<file path="config.mk">
export PLATFORM = sky130hd
export DESIGN_NAME = tsadc_column
export DESIGN_NICKNAME = d
export VERILOG_FILES = /design/src/rtl/tsadc_pkg.sv /design/src/rtl/tsadc_sync.sv /design/src/rtl/tsadc_coarse.sv /design/src/rtl/tsadc_fine.sv /design/src/rtl/tsadc_div16.sv /design/src/rtl/tsadc_column.sv
export SDC_FILE = /design/constraint.sdc
export NUM_CORES = 1
export LEC_CHECK = 0
export CAP_MARGIN = 20
export CORE_UTILIZATION = 45
export DETAILED_ROUTE_END_ITERATION = 16
export DONT_BUFFER_PORTS = 1
export HOLD_SLACK_MARGIN = 0.03
export PLACE_DENSITY = 0.62
export SYNTH_ARGS = -nofsm -noshare
export SYNTH_HDL_FRONTEND = slang
export SYNTH_HIERARCHICAL = 1
export SYNTH_SLANG_ARGS = --single-unit
</file>
<file path="constraint.sdc">
create_clock -name clk -period 1.88 [get_ports clk]
set_input_delay 0.47 -clock clk [delete_from_list [all_inputs] [get_ports clk]]
set_output_delay 0.47 -clock clk [all_outputs]
set_load 0.005 [all_outputs]
</file>
<file path="src/rtl/tsadc_pkg.sv">
package tsadc_pkg;
  localparam int unsigned DEF_COARSE_W   = 6;
  localparam int unsigned DEF_FINE_W     = 4;
  localparam int unsigned DEF_SYNC_STAGE = 2;

  typedef enum logic [1:0] {
    ST_IDLE   = 2'd0,
    ST_COARSE = 2'd1,
    ST_FINE   = 2'd2,
    ST_DONE   = 2'd3
  } conv_state_e;
endpackage

</file>
<file path="src/rtl/tsadc_sync.sv">
module tsadc_sync #(
  parameter int unsigned STAGES = 2
) (
  input  logic clk,
  input  logic rst_n,
  input  logic async_i,
  output logic sync_o
);
  logic [STAGES-1:0] chain_q;

  generate
    if (STAGES == 1) begin : g_single
      always_ff @(posedge clk or negedge rst_n) begin
        if (!rst_n) chain_q <= '0;
        else        chain_q <= async_i;
      end
    end else begin : g_chain
      always_ff @(posedge clk or negedge rst_n) begin
        if (!rst_n) chain_q <= '0;
        else        chain_q <= {chain_q[STAGES-2:0], async_i};
      end
    end
  endgenerate

  assign sync_o = chain_q[STAGES-1];
endmodule

</file>
<file path="src/rtl/tsadc_coarse.sv">
module tsadc_coarse #(
  parameter int unsigned W = 6
) (
  input  logic         clk,
  input  logic         rst_n,
  input  logic         clear_i,
  input  logic         run_i,
  input  logic         hit_i,
  output logic [W-1:0] cnt_o,
  output logic         hit_evt_o,
  output logic         sat_evt_o
);
  localparam logic [W-1:0] CNT_MAX = '1;

  logic [W-1:0] cnt_q;

  assign hit_evt_o = run_i && hit_i;
  assign sat_evt_o = run_i && !hit_i && (cnt_q == CNT_MAX);

  always_ff @(posedge clk or negedge rst_n) begin
    if (!rst_n)                               cnt_q <= '0;
    else if (clear_i)                         cnt_q <= '0;
    else if (run_i && !hit_i && !sat_evt_o)   cnt_q <= cnt_q + 1'b1;
  end

  assign cnt_o = cnt_q;

  // the coarse count stays frozen once the comparator event is taken
  p_freeze_on_hit_r2: assert property (@(posedge clk) disable iff (!rst_n)
    hit_evt_o |=> (cnt_q == $past(cnt_q)));
endmodule

</file>
<file path="src/rtl/tsadc_fine.sv">
module tsadc_fine #(
  parameter int unsigned W = 4
) (
  input  logic         clk,
  input  logic         rst_n,
  input  logic         clear_i,
  input  logic         run_i,
  input  logic         stretch_i,
  output logic [W-1:0] cnt_o,
  output logic [W-1:0] cnt_nxt_o,
  output logic         end_evt_o
);
  localparam logic [W-1:0] CNT_MAX  = '1;
  localparam logic [W-1:0] WIN_LAST = '1;

  logic [W-1:0] cnt_q, cnt_d, win_q;
  logic         seen_q;

  function automatic logic [W-1:0] sat_inc(input logic [W-1:0] v);
    return (v == CNT_MAX) ? v : v + 1'b1;
  endfunction

  always_comb begin
    cnt_d = cnt_q;
    if (clear_i)                cnt_d = '0;
    else if (run_i && stretch_i) cnt_d = sat_inc(cnt_q);
  end

  assign end_evt_o = run_i && ((seen_q && !stretch_i) || (win_q == WIN_LAST));

  always_ff @(posedge clk or negedge rst_n) begin
    if (!rst_n) begin
      cnt_q  <= '0;
      win_q  <= '0;
      seen_q <= 1'b0;
    end else begin
      cnt_q <= cnt_d;
      if (clear_i) begin
        win_q  <= '0;
        seen_q <= 1'b0;
      end else if (run_i) begin
        win_q <= win_q + 1'b1;
        if (stretch_i) seen_q <= 1'b1;
      end
    end
  end

  assign cnt_o     = cnt_q;
  assign cnt_nxt_o = cnt_d;

  // a full fine count never wraps while the stretch pulse continues
  p_fine_clamp_r3: assert property (@(posedge clk) disable iff (!rst_n)
    (run_i && stretch_i && cnt_q == CNT_MAX) |=> (cnt_q == CNT_MAX));

  // outside the fine phase the stretch input leaves the count untouched
  p_fine_quiet_r3: assert property (@(posedge clk) disable iff (!rst_n)
    (!run_i && !clear_i) |=> $stable(cnt_q));
endmodule

</file>
<file path="src/rtl/tsadc_div16.sv">
module tsadc_div16 #(
  parameter int unsigned W = 4
) (
  input  logic clk,
  input  logic rst_n,
  input  logic clear_i,
  input  logic run_i,
  output logic div_o
);
  localparam logic [W-1:0] TOP = '1;

  logic [W-1:0] cnt_q;

  always_ff @(posedge clk or negedge rst_n) begin
    if (!rst_n)       cnt_q <= '0;
    else if (clear_i) cnt_q <= '0;
    else if (run_i)   cnt_q <= cnt_q + 1'b1;
  end

  assign div_o = cnt_q[W-1];

  // the divided clock falls right after the last count of a period
  p_div_fall_r8: assert property (@(posedge clk) disable iff (!rst_n)
    (run_i && !clear_i && cnt_q == TOP) |=> !div_o);
endmodule

</file>
<file path="src/rtl/tsadc_column.sv">
module tsadc_column
  import tsadc_pkg::*;
#(
  parameter int unsigned COARSE_W   = DEF_COARSE_W,
  parameter int unsigned FINE_W     = DEF_FINE_W,
  parameter int unsigned SYNC_STAGE = DEF_SYNC_STAGE
) (
  input  logic                         clk,
  input  logic                         rst_n,
  input  logic                         start_i,
  input  logic                         cmp_i,
  input  logic                         stretch_i,
  output logic                         div16_o,
  output logic                         busy_o,
  output logic                         done_o,
  output logic [COARSE_W+FINE_W-1:0]   code_o
);
  localparam int unsigned CODE_W = COARSE_W + FINE_W;
  localparam logic [CODE_W-1:0] CODE_FULL = '1;
  localparam logic [FINE_W-1:0] FINE_MAX  = '1;

  conv_state_e state_q, state_d;

  logic                cmp_sync;
  logic                start_evt, cmp_hit, coarse_sat, fine_end;
  logic [COARSE_W-1:0] coarse_cnt;
  logic [FINE_W-1:0]   fine_cnt, fine_nxt;
  logic [CODE_W-1:0]   code_q;

  function automatic logic [CODE_W-1:0] merge_code(
    input logic [COARSE_W-1:0] c, input logic [FINE_W-1:0] f);
    return {c, FINE_MAX - f};
  endfunction

  assign start_evt = start_i && (state_q == ST_IDLE);

  tsadc_sync #(.STAGES(SYNC_STAGE)) u_sync (
    .clk(clk), .rst_n(rst_n), .async_i(cmp_i), .sync_o(cmp_sync));

  tsadc_coarse #(.W(COARSE_W)) u_coarse (
    .clk(clk), .rst_n(rst_n), .clear_i(start_evt),
    .run_i(state_q == ST_COARSE), .hit_i(cmp_sync),
    .cnt_o(coarse_cnt), .hit_evt_o(cmp_hit), .sat_evt_o(coarse_sat));

  tsadc_fine #(.W(FINE_W)) u_fine (
    .clk(clk), .rst_n(rst_n), .clear_i(start_evt),
    .run_i(state_q == ST_FINE), .stretch_i(stretch_i),
    .cnt_o(fine_cnt), .cnt_nxt_o(fine_nxt), .end_evt_o(fine_end));

  tsadc_div16 #(.W(FINE_W)) u_div (
    .clk(clk), .rst_n(rst_n), .clear_i(start_evt),
    .run_i(busy_o), .div_o(div16_o));

  always_comb begin
    state_d = state_q;
    unique case (state_q)
      ST_IDLE:   if (start_evt)  state_d = ST_COARSE;
      ST_COARSE: if (cmp_hit)    state_d = ST_FINE;
                 else if (coarse_sat) state_d = ST_DONE;
      ST_FINE:   if (fine_end)   state_d = ST_DONE;
      ST_DONE:                   state_d = ST_IDLE;
      default:                   state_d = ST_IDLE;
    endcase
  end

  always_ff @(posedge clk or negedge rst_n) begin
    if (!rst_n) begin
      state_q <= ST_IDLE;
      code_q  <= '0;
    end else begin
      state_q <= state_d;
      if (coarse_sat)    code_q <= CODE_FULL;
      else if (fine_end) code_q <= merge_code(coarse_cnt, fine_nxt);
    end
  end

  assign busy_o = (state_q == ST_COARSE) || (state_q == ST_FINE);
  assign done_o = (state_q == ST_DONE);
  assign code_o = code_q;

  // completion is flagged for a single cycle
  p_done_single_r6: assert property (@(posedge clk) disable iff (!rst_n)
    done_o |=> !done_o);

  // a taken comparator event leads into the fine phase
  p_hit_to_fine_r2: assert property (@(posedge clk) disable iff (!rst_n)
    cmp_hit |=> (state_q == ST_FINE));

  // a missing comparator toggle yields full scale at done
  p_sat_code_r5: assert property (@(posedge clk) disable iff (!rst_n)
    coarse_sat |=> (done_o && code_o == CODE_FULL));

  // start during the fine phase does not restart the coarse phase
  p_start_fine_ignored_r7: assert property (@(posedge clk) disable iff (!rst_n)
    (start_i && state_q == ST_FINE) |=> (state_q != ST_COARSE));

  // start during the done cycle does not chain into a new conversion
  p_start_done_ignored_r7: assert property (@(posedge clk) disable iff (!rst_n)
    (start_i && state_q == ST_DONE) |=> (state_q == ST_IDLE));

  // the result changes only when a conversion completes
  p_code_hold_r9: assert property (@(posedge clk) disable iff (!rst_n)
    (!coarse_sat && !fine_end) |=> $stable(code_o));

  // the fine phase always finishes with the counters holding a result
  p_fine_exit_r6: assert property (@(posedge clk) disable iff (!rst_n)
    (state_q == ST_FINE && fine_end) |=> (done_o && code_o[FINE_W-1:0] == FINE_MAX - fine_cnt));
endmodule

</file>
# ---- Yosys cells after proc, flatten, opt, wreduce, memory -nomap -nowiden
# Index checks and enable logic that the tools add are counted.
dict set report word_totals {
  ff_bits 33
  input_bits 5
  out_inout_bits 13
  word_cells 62
}
dict set report op_classes {
  add_sub_neg 5
  n_eq_ne 9
  n_mux 19
  n_reduce_logical 21
}
# cell n
set ops {}
lappend ops {{$mux 4} 7}
lappend ops {{$mux 10} 2}
lappend ops {{$add 4x1->4 const B} 3}
lappend ops {{$mux 6} 2}
lappend ops {{$reduce_bool 2->1} 5}
lappend ops {{$eq 4x4->1 const B} 2}
lappend ops {{$logic_and 1x1->1} 8}
lappend ops {{$mux 2} 4}
lappend ops {{$pmux 2 s4} 1}
lappend ops {{$add 6x1->6 const B} 1}
lappend ops {{$eq 6x6->1 const B} 1}
lappend ops {{$eq 2x2->1 const B} 2}
lappend ops {{$ne 2x2->1 const B} 2}
lappend ops {{$sub 4x4->4 const A} 1}
lappend ops {{$logic_not 1->1} 3}
lappend ops {{$mux 1} 3}
lappend ops {{$ne 3x3->1 const B} 1}
lappend ops {{$reduce_and 3->1} 1}
lappend ops {{$eq 2x1->1 const B} 1}
lappend ops {{$logic_not 2->1} 1}
lappend ops {{$logic_or 1x1->1} 2}
lappend ops {{$reduce_and 2->1} 1}

# ---- Logic depth before layout (Yosys ltp)
# Gate-level depths: netlist (run 1).
dict set report depth {
  depth_word 7
  ltp_mapped 9
}

# ---- Cells and area by module
# Netlist (run 1), hierarchy kept.
# mod instances cells_per_inst area_per_inst_um2 seq_area_each_um2
set by_module_without_submodules {}
lappend by_module_without_submodules {tsadc_column 1 55 630.6 300.3}
lappend by_module_without_submodules {tsadc_fine 1 44 488.0 225.2}
lappend by_module_without_submodules {tsadc_coarse 1 39 414.1 150.1}
lappend by_module_without_submodules {tsadc_div16 1 16 192.7 100.1}
lappend by_module_without_submodules {tsadc_sync 1 2 50.0 50.0}

# ---- Worst setup path before layout (run 1)
# No wires, ideal clock.
dict set report synth_path {
  kind {reg-to-reg}
  start {reg state_q[0]}
  end {reg state_q[1]}
  setup_ns 0.125
  arrival_ns 1.917
  path_slack_ns -0.162
  path_stages_with_launch 8
  n_path_buf 1
  path_cell_list {dfrtp_1 -> inv_1 -> ha_1 -> buf_6 -> a21boi_0 -> nand2b_4 -> o211a_4 -> mux2_4}
}
dict set report synth_between {
  elab_cells_between_ends 15
  classes_between {6 x eq/ne; 2 x mux; 7 x reduce/logical}
}
# item line_no
set synth_rtl {}
lappend synth_rtl {{from (decl)} tsadc_column.sv:22} ;# conv_state_e state_q, state_d;
lappend synth_rtl {{from (signal assigned)} tsadc_column.sv:71} ;# state_q <= state_d;
lappend synth_rtl {{$eq 2x2->1} tsadc_column.sv:47} ;# .run_i(state_q == ST_FINE), .stretch_i(stretch_i),
lappend synth_rtl {{$logic_and 1x1->1} tsadc_fine.sv:29} ;# assign end_evt_o = run_i && ((seen_q && !stretch_i) || (win_q == WIN_LAST));
lappend synth_rtl {{named net fine_end} tsadc_column.sv:25} ;# logic start_evt, cmp_hit, coarse_sat, fine_end;
lappend synth_rtl {{$ne 2x2->1 (no line)} --}
lappend synth_rtl {{$reduce_and 3->1 (no line)} --}
# The timed path passes the listed nets, and every way through them passes these cells.
# A chain may end at the register's enable or synchronous reset.

# ---- Worst setup path after layout (run 1)
dict set report layout_path {
  start {reg state_q[1]}
  end {reg state_q[1]}
}
dict set report layout_between {
  elab_chain_cells 5
  elab_cells_between_ends 15
  classes_between {6 x eq/ne; 2 x mux; 7 x reduce/logical}
}
# item line_no
set layout_rtl {}
lappend layout_rtl {{$eq 2x1->1} tsadc_column.sv:42} ;# .run_i(state_q == ST_COARSE), .hit_i(cmp_sync),
lappend layout_rtl {{$logic_and 1x1->1 (2 in a row)} tsadc_coarse.sv:18} ;# assign sat_evt_o = run_i && !hit_i && (cnt_q == CNT_MAX);
lappend layout_rtl {{named net coarse_sat} tsadc_column.sv:25}
lappend layout_rtl {{$ne 3x3->1 (no line)} --}
lappend layout_rtl {{$reduce_and 3->1 (no line)} --}
# The timed path passes the listed nets, and every way through them passes these cells.

==> results of run 1 <==
[metrics by stage]
stage	hold WS (ps)	setup slack, ps	setup TNS (ps)	instances	total power (uW)
2_1_floorplan	174.4	55.11	0	156	2058
3_3_place_gp	175.1	55.68	0	203	2195
3_5_place_dp	175.1	-25.66	-25.66	203	2288
4_1_cts	194.7	21.19	0	213	2922
5_1_grt	186.6	-13.18	-13.18	213	3115
6_report	200.9	48.58	0	213	2908
[synth_stat cells, types with 3 or more instances]
library cell / number / area, um^2
dfrtp_1: 33 / 825.8
nor2_1: 15 / 56.30
nand2b_1: 11 / 68.82
ha_1: 9 / 112.6
and2_1: 8 / 50.05
a211o_1: 6 / 52.55
nor2b_1: 6 / 37.54
mux2_4: 5 / 75.07
nand2_1: 5 / 18.77
mux2i_1: 4 / 40.04
nand3_1: 4 / 20.02
o21ai_0: 4 / 20.02
nor3_1: 3 / 15.01
[routing by layer]
metal  part of all wire [%]  vias up  GRT usage, %  wire (um)
met1                     42      596         22.50       1443
li1                       -      562             -          -
met2                     52       20         31.12       1788
met3                    3.5        7         4.577        119
met4                    2.4        0         11.67         82
met5                      0        -             0          0
[critical path, stage by stage, from the launching register on]
cell and delay [ps]:
dfrtp_1 440, inv_1 140, ha_2 260, nand2b_1 160, nor2_2 210, o211a_4 210
mux2_4 290
[kinds of logic (layout without fill, tap and decap cells)]
group	after synthesis	in the layout	share of synthesized area (%)
xor gates and xnor gates	4	4	1.974
adders and majority gates	9	9	6.343
muxes	10	10	7.118
DFF	33	33	46.51
buffers and inverters	9	18	2.818
and+or+nand+nor	67	67	22.83
AOI/OAI and AO/OA	24	24	12.40
[worst paths after layout]
check | start | to | cells past startpoint
hold reg to reg | u_sync/chain_q[0] | u_sync/chain_q[1] | 0
hold / removal | cmp_i | u_sync/chain_q[0] | 0
min in group asynchronous | rst_n | u_fine/win_q[3] | 2
setup reg to reg | state_q[1] | state_q[1] | 6
max in group asynchronous | rst_n | u_div/cnt_q[0] | 2
setup / recovery | state_q[1] | state_q[1] | 6
[power breakdown]
part           internal [uW]  switching [uW]  leakage (uW)  total [uW]
clock                    331             266     0.0000542         597
sequential               943             233      0.000419        1180
combinational            571             564      0.000438        1130
[area by class of cell]
class                           count  area (um^2)
Sequential cell                    33        825.8
Clock buffer                        7        96.34
Inverter                            3        11.26
Fill cell                         348         1738
Tap cell                           48        60.06
Multi-Input combinational cell    114        912.1
Timing Repair Buffer                7        67.56
Clock inverter                      1        5.005
[what timing repair did]
item / CTS / global route
gates resized for setup: 1 / 3
hold endpoints to repair: 33 / 0
hold buffers: 2 / 0
buffers inserted: 0 / 0
endpoints found under the setup margin: 1 / 10
[sequential cells by signal (all words and copies together), names as in the netlist]
name            count
u_coarse/cnt_o      6
u_fine/seen_q       1
state_q             2
u_fine/win_q        4
code_o             10
u_fine/cnt_o        4
u_div/cnt_q         4
u_sync/chain_q      2
==> results.yml, run 1 <==
status:
  status: "finished clean"
placement:
  gp_congestion: 0.7931
  dpl-instance-area_um2: 1838
  hpwl_um: 2382
  port_buffers: 0
worst_setup_path:
  setup.worst_path.end_class: "flop"
  cp.required_ps: 2060
  cp-start-kind: "flop"
  cp.arrival_ps: 2010
  criticalPathCategory: "flop to flop"
  regToRegSetupSlack_ps: 50
  path_max_fanout: 5
flow_run:
  cap_violations: 0
timing:
  slew_violations: 0
  worst_pin_slew_ps: 358.4
  setup_viol: 0
  fmax_ghz: 0.5460
  min_period_over_period_pct: 97.42
  fin_crit_ps: 1831
  relSlewSlack_pct: 76.11
  hold_violations: 0
  skew_ps: 4.232
worst_hold_path:
  hp-class: "primary input to flop"
clocking:
  numCtsBuffers: 5
  cts_tree: "done"
  cts_sinks: 33
  root_buffer: "clkbuf_8"
  clock_latency_ps: 290
  htree_levels: 2
  clockBufferDepth: 2
  cts.reportedPaths.clkPinSlew_ps: 70
yosys:
  netlist_area_um2: 1775
  synth_async_sr_flop_share_pct: 100.0
  synth-warning-count: 6
  seq_area_frac_synth_pct: 46.51
  synth_nets: 170
  synth-seq-cells: 33
  synthCells: 156
  syn_avg_cell_area_um2: 11.38
  yosysUniqueCellTypes: 45
  synth_edf_count: 0
  synth_top_flop_cell: "dfrtp_1"
finish:
  diodes: 0
  area_growth_pct: 11.42
  nNetsFinal: 178
  fin_util_pct: 53.23
  stdcell_area_um2: 1978
  final_common_cell: "dfrtp_1"
  mostFrequentLayoutCells: "dfrtp_1 (33), nor2_1 (14), nand2b_1 (11)"
  drive_gt1_share_pct: 22.42
floorplanning:
  die_h_um: 64.81
  core-area_um2: 3716
  die-area_um2: 4200
  row_count: 22
  start_util_pct: 47.78
  dieWidth_um: 64.81
  ios: 18
routing:
  dr.pass1.iters: 4
  drtIter0Drc: 96
  wl_per_cell_um: 16.12
  drc: 0
  final_antenna_net_count: 0
  vias: 1185
  via_per_inst: 5.563
  routed_wirelength_um: 3433
global_route:
  grt_pass1_wl_um: 5733
  overflow: 0
  grt_start_max_net_pins: 34
  grtUsageTotal_pct: 19.08
  grt_pass1_vias: 1205
  antenna_found_initial: 0
power:
  max-vdd-ir-drop_uv: 568.4
  power.leakage_uw: 0.0009111
  powerDensity_nw_per_um2: 1470
(Power assumes the default switching activity.)
==> inputs of run 2 (changes only) <==
Settings changed: RECOVER_POWER set to 100, SKIP_LAST_GASP set to 1.
==> results.yml, run 2 (synthesized netlist as in run 1, its figures left out) <==
status:
  status: "finished clean"
clocking:
  cts_sinks: 33
  numCtsBuffers: 5
  htree_levels: 2
  clock_latency_ps: 290
  postCtsSetupRepairBufs: 0
  cts.reportedPaths.clkPinSlew_ps: 70
  root_buffer: "clkbuf_8"
  cts_tree: "done"
  clockBufferDepth: 2
floorplanning:
  core-area_um2: 3716
  die_h_um: 64.81
  row_count: 22
  die-area_um2: 4200
  ios: 18
  dieWidth_um: 64.81
  start_util_pct: 47.78
timing:
  timing.hold.ws_ps: 202.0
  fmax_ghz: 0.5576
  min_period_over_period_pct: 95.40
  worst_pin_slew_ps: 824.7
  slew_violations: 0
  setup_tns_ps: 0
  rsz0062_at_grt: "no"
  fin_crit_ps: 1794
  setup_viol: 0
  relSlewSlack_pct: 45.02
  skew_ps: 3.540
  finalWorstSetupSlack_ps: 86.49
  hold_violations: 0
placement:
  dp_slack_ps: -25.66
  hpwl_um: 2382
  dpl-instance-area_um2: 1838
  port_buffers: 0
  post-place-cells: 203
  gp_congestion: 0.7931
power:
  max-vdd-ir-drop_uv: 547.6
  combinationalPowerShare_pct: 38.8
  clockPowerShare_pct: 20.6
  powerDensity_nw_per_um2: 1479
  switching_share_pct: 36.29
  intPower_uw: 1838
  p_switching_uw: 1047
  power.leakage_uw: 0.0009046
  seq_power_share_pct: 40.6
finish:
  diodes: 0
  final_common_cell: "dfrtp_1"
  area_growth_pct: 9.866
  n_fill_cell: 350
  layout.cells.non_filler: 213
  stdcell_area_um2: 1951
  drive_gt1_share_pct: 21.21
  nNetsFinal: 178
  mostFrequentLayoutCells: "dfrtp_1 (33), nor2_1 (14), nand2b_1 (11)"
  largest_reg_flops: 10
routing:
  via_per_inst: 5.479
  wl_per_cell_um: 15.99
  dr.pass1.iters: 4
  drtIter0Drc: 91
  routed_wirelength_um: 3406
  vias: 1167
  drc: 0
  final_antenna_net_count: 0
global_route:
  antenna_found_initial: 0
  overflow: 0
  grt_start_max_net_pins: 34
  grtUsageTotal_pct: 19.08
  grt_pass1_wl_um: 5733
  grt_pass1_vias: 1205
worst_setup_path:
  cp.arrival_ps: 1320
  cp.required_ps: 1410
  regToRegSetupSlack_ps: 100
  path_max_fanout: 7
  cp-start-kind: "flop"
  criticalPathCategory: "flop to primary output"
  setup.worst_path.end_class: "primary output"
flow_run:
  cap_violations: 0
worst_hold_path:
  hp-class: "primary input to flop"
## run 2: changes by cell type in the layout (fill, tap and decap cells not counted), sizes merged
cell,delta
clkbuf,+2
buf,-2
## run 2: area by class of cell
| cell class | instances | area [um^2] | area share, % |
|---|---|---|---|
| Sequential cell | 33 | 825.8 | 42.33 |
| Clock buffer | 7 | 96.34 | 4.939 |
| Inverter | 3 | 11.26 | 0.5773 |
| Tap cell | 48 | 60.06 | 3.079 |
| Multi-Input combinational cell | 114 | 899.6 | 46.12 |
| Timing Repair Buffer | 7 | 52.55 | 2.694 |
| Clock inverter | 1 | 5.005 | 0.2566 |
## run 2: worst max-delay path, cell delays in order, from the launching register on
cell and delay (ps):
dfrtp_1 440, inv_1 120, ha_1 470
## run 2: timing repair
item / CTS / global route
gates resized for setup: 1 / 3
hold buffers: 2 / 0
setup endpoints to repair: 1 / 10
hold endpoints to repair: 33 / 0
## run 2: power groups by stage
stage	sequential (uW)	clock (uW)	combinational, uW
2_1_floorplan	1110	0	947
3_3_place_gp	1170	0	1020
3_5_place_dp	1190	0	1100
4_1_cts	1180	609	1140
5_1_grt	1210	644	1250
6_report	1170	594	1120
## run 2: metal layers
metal	vias up	track usage [%]	wire length, um
li1	561	-	-
met5	-	0	0
met1	584	22.50	1439
met4	0	11.67	82
met3	7	4.577	114
met2	15	31.12	1770
## run 2: final timing paths
kind,startpoint,to,cells after the start
setup / recovery,state_q[0],busy_o,2
hold / removal,cmp_i,u_sync/chain_q[0],0
setup reg to reg,state_q[1],state_q[1],6
hold reg to reg,u_sync/chain_q[0],u_sync/chain_q[1],0
max in group asynchronous,rst_n,u_div/cnt_q[0],2
min in group asynchronous,rst_n,code_o[2],2
## run 2: metrics by stage
| stage | total power [uW] | util, % |
|---|---|---|
| floorplan | 2058 | - |
| global placement | 2195 | 49.46 |
| detailed placement | 2288 | 49.46 |
| CTS | 2922 | 53.06 |
| global route | 3103 | 52.49 |
| finish | 2885 | 52.49 |
==> inputs of run 3 (changes only) <==
Settings changed: GPL_TIMING_DRIVEN set to 1, SYNTH_HIERARCHICAL 1 to not set.
Clock period 1.88 ns to 1.55 ns, I/O delays scaled along.
==> results.yml, run 3 <==
timing:
  setup_tns_ps: -59.05
  relSlewSlack_pct: 46.37
  min_period_over_period_pct: 101.5
  fin_crit_ps: 1573
  finalWorstSetupSlack_ps: -23.04
  fmax_ghz: 0.6357
  slew_violations: 0
  hold_violations: 0
  skew_ps: 8.728
  timing.hold.ws_ps: 67.73
  worst_pin_slew_ps: 804.4
  rsz0062_at_grt: "yes"
  setup_viol: 3
yosys:
  synthCells: 132
  yosysUniqueCellTypes: 35
  synth_area_leaders: "dfrtp_1 (52%), ha_1 (7.1%), nor2_1 (4.5%)"
  synth_edf_count: 0
  netlist_area_um2: 1588
  synth-warning-count: 0
  synth_top_flop_cell: "dfrtp_1"
  synth.largest_area_cell: "dfrtp_1"
  synth_async_sr_flop_share_pct: 100.0
  syn_avg_cell_area_um2: 12.03
  synth.top_cell.area_share_pct: 52.01
  synth_common_cells: "dfrtp_1 (33), nor2_1 (19), ha_1 (9), nand3_1 (7), xnor2_1 (7)"
  seq_area_frac_synth_pct: 52.01
  synth_nets: 146
  synth-seq-cells: 33
  yosysMostFrequentCell: "dfrtp_1"
finish:
  drive_gt1_share_pct: 33.33
  largest_reg_flops: 10
  n_fill_cell: 299
  nNetsFinal: 173
  diodes: 0
  fin_util_pct: 58.15
  final_common_cell: "dfrtp_1"
  multi_input_area_um2: 828.3
  area_growth_pct: 23.17
  seq_area_um2: 825.8
  stdcell_area_um2: 1956
  mostFrequentLayoutCells: "dfrtp_1 (33), nor2_1 (19), buf_4 (17)"
routing:
  final_antenna_net_count: 0
  dr.pass1.iters: 4
  wl_per_cell_um: 15.15
  routed_wirelength_um: 3106
  drtIter0Drc: 43
  vias: 1098
  via_per_inst: 5.356
  drc: 0
clocking:
  clockBufferDepth: 2
  cts_sinks: 33
  root_buffer: "clkbuf_4"
  numCtsBuffers: 5
  htree_levels: 2
  cts.reportedPaths.clkPinSlew_ps: 100
  cts_tree: "done"
  clock_latency_ps: 330
floorplanning:
  row_count: 21
  ios: 18
  dieWidth_um: 61.40
  start_util_pct: 47.21
  die-area_um2: 3770
  core-area_um2: 3363
  die_h_um: 61.40
worst_setup_path:
  path_cells: "inv_2 > ha_4 > buf_6"
  max_stage_delay_ps: 420
  cp-start-kind: "flop"
  cp.required_ps: 1160
  setup.worst_path.end_class: "primary output"
  path_max_fanout: 3
  criticalPathCategory: "flop to primary output"
  critPathSlowestCell: "dfrtp_1"
  reg2reg_depth: 7
  cp.arrival_ps: 1190
global_route:
  grt_pass1_vias: 1127
  overflow: 0
  grt_start_max_net_pins: 34
  antenna_found_initial: 0
  grtUsageTotal_pct: 19.26
  grt_pass1_wl_um: 5092
power:
  max-vdd-ir-drop_uv: 1148
  powerDensity_nw_per_um2: 1883
  power.leakage_uw: 0.0008862
placement:
  hpwl_um: 2111
  gp_congestion: 0.7889
  dpl-instance-area_um2: 1764
  dp_slack_ps: -4.164
  port_buffers: 0
status:
  violations: "setup timing"
  status: "complete, but fails checks"
worst_hold_path:
  min_path_cells: 0
  hp-class: "primary input to flop"
flow_run:
  cap_violations: 0
## run 3: cell count changes after synthesis, sizes merged, moves of 3 or more
cell and change:
o21ai -4, xnor2 +5, o22a +3, nor2b -3
nor2 +4, xor2 +3, a211oi +3, and2 -7
nor3 -3, nand2b -10, a211o -6
## run 3: area by class of cell
type,count,share of cell area [%]
flip-flops and latches,33,42.23
well taps,46,2.943
clock buffers,7,2.815
multi-input cells,93,42.35
inverters,3,0.5758
repair buffers,23,9.085
## run 3: worst paths after layout
check,startpoint,endpoint,slack [ps]
min reg2reg,u_sync.chain_q[0],u_sync.chain_q[1],360
max reg2reg,state_q[1],code_o[2],-20
min,cmp_i,u_sync.chain_q[0],70
min in group asynchronous,rst_n,u_coarse.cnt_o[0],700
max in group asynchronous,rst_n,code_o[9],330
max,state_q[0],busy_o,-20
## run 3: cells by family (layout without fill, tap and decap cells)
| group | Yosys count | in the layout | share of synthesized area, % |
|---|---|---|---|
| fa+ha+maj | 9 | 9 | 7.092 |
| buf+inv | 6 | 33 | 1.576 |
| mux | 8 | 8 | 6.304 |
| xor+xnor | 12 | 12 | 6.619 |
| simple gates | 43 | 43 | 15.84 |
| flops | 33 | 33 | 52.01 |
| compound gates | 21 | 21 | 10.56 |
## run 3: layer usage
| layer | vias up | part of all wire, % | GRT usage [%] |
|---|---|---|---|
| met5 | - | 0 | 0 |
| met1 | 549 | 43 | 23.34 |
| met3 | 5 | 5.9 | 7.773 |
| met2 | 23 | 49 | 31.21 |
| li1 | 521 | - | - |
| met4 | 0 | 1.6 | 6.667 |
## run 3: through the flow
step	total power, uW	cells
detailed placement	2897	190
CTS	3629	202
floorplan	2446	132
global placement	2825	190
global route	4002	205
finish	3682	205
## run 3: power breakdown
group	internal, uW	switching, uW	total, uW
Combinational	963	777	1740
Sequential	1180	266	1450
Clock	214	278	492
Total	2360	1320	3680
## run 3: critical path, delay by kind of cell (launching register included)
kind                     cells  cell delay, ps
flip-flops                   1             420
buffers and inverters        2             220
adder cells (fa/ha/maj)      1             210
## run 3: what timing repair did
| item | in CTS | in global routing |
|---|---|---|
| endpoints found under the setup margin | 8 | 17 |
| hold endpoints to repair | 33 | 0 |
| hold buffers | 2 | 0 |
| gates resized for setup | 9 | 5 |
| gates cloned | 0 | 0 |
| setup buffers | 3 | 3 |
| pin swaps | 2 | 2 |
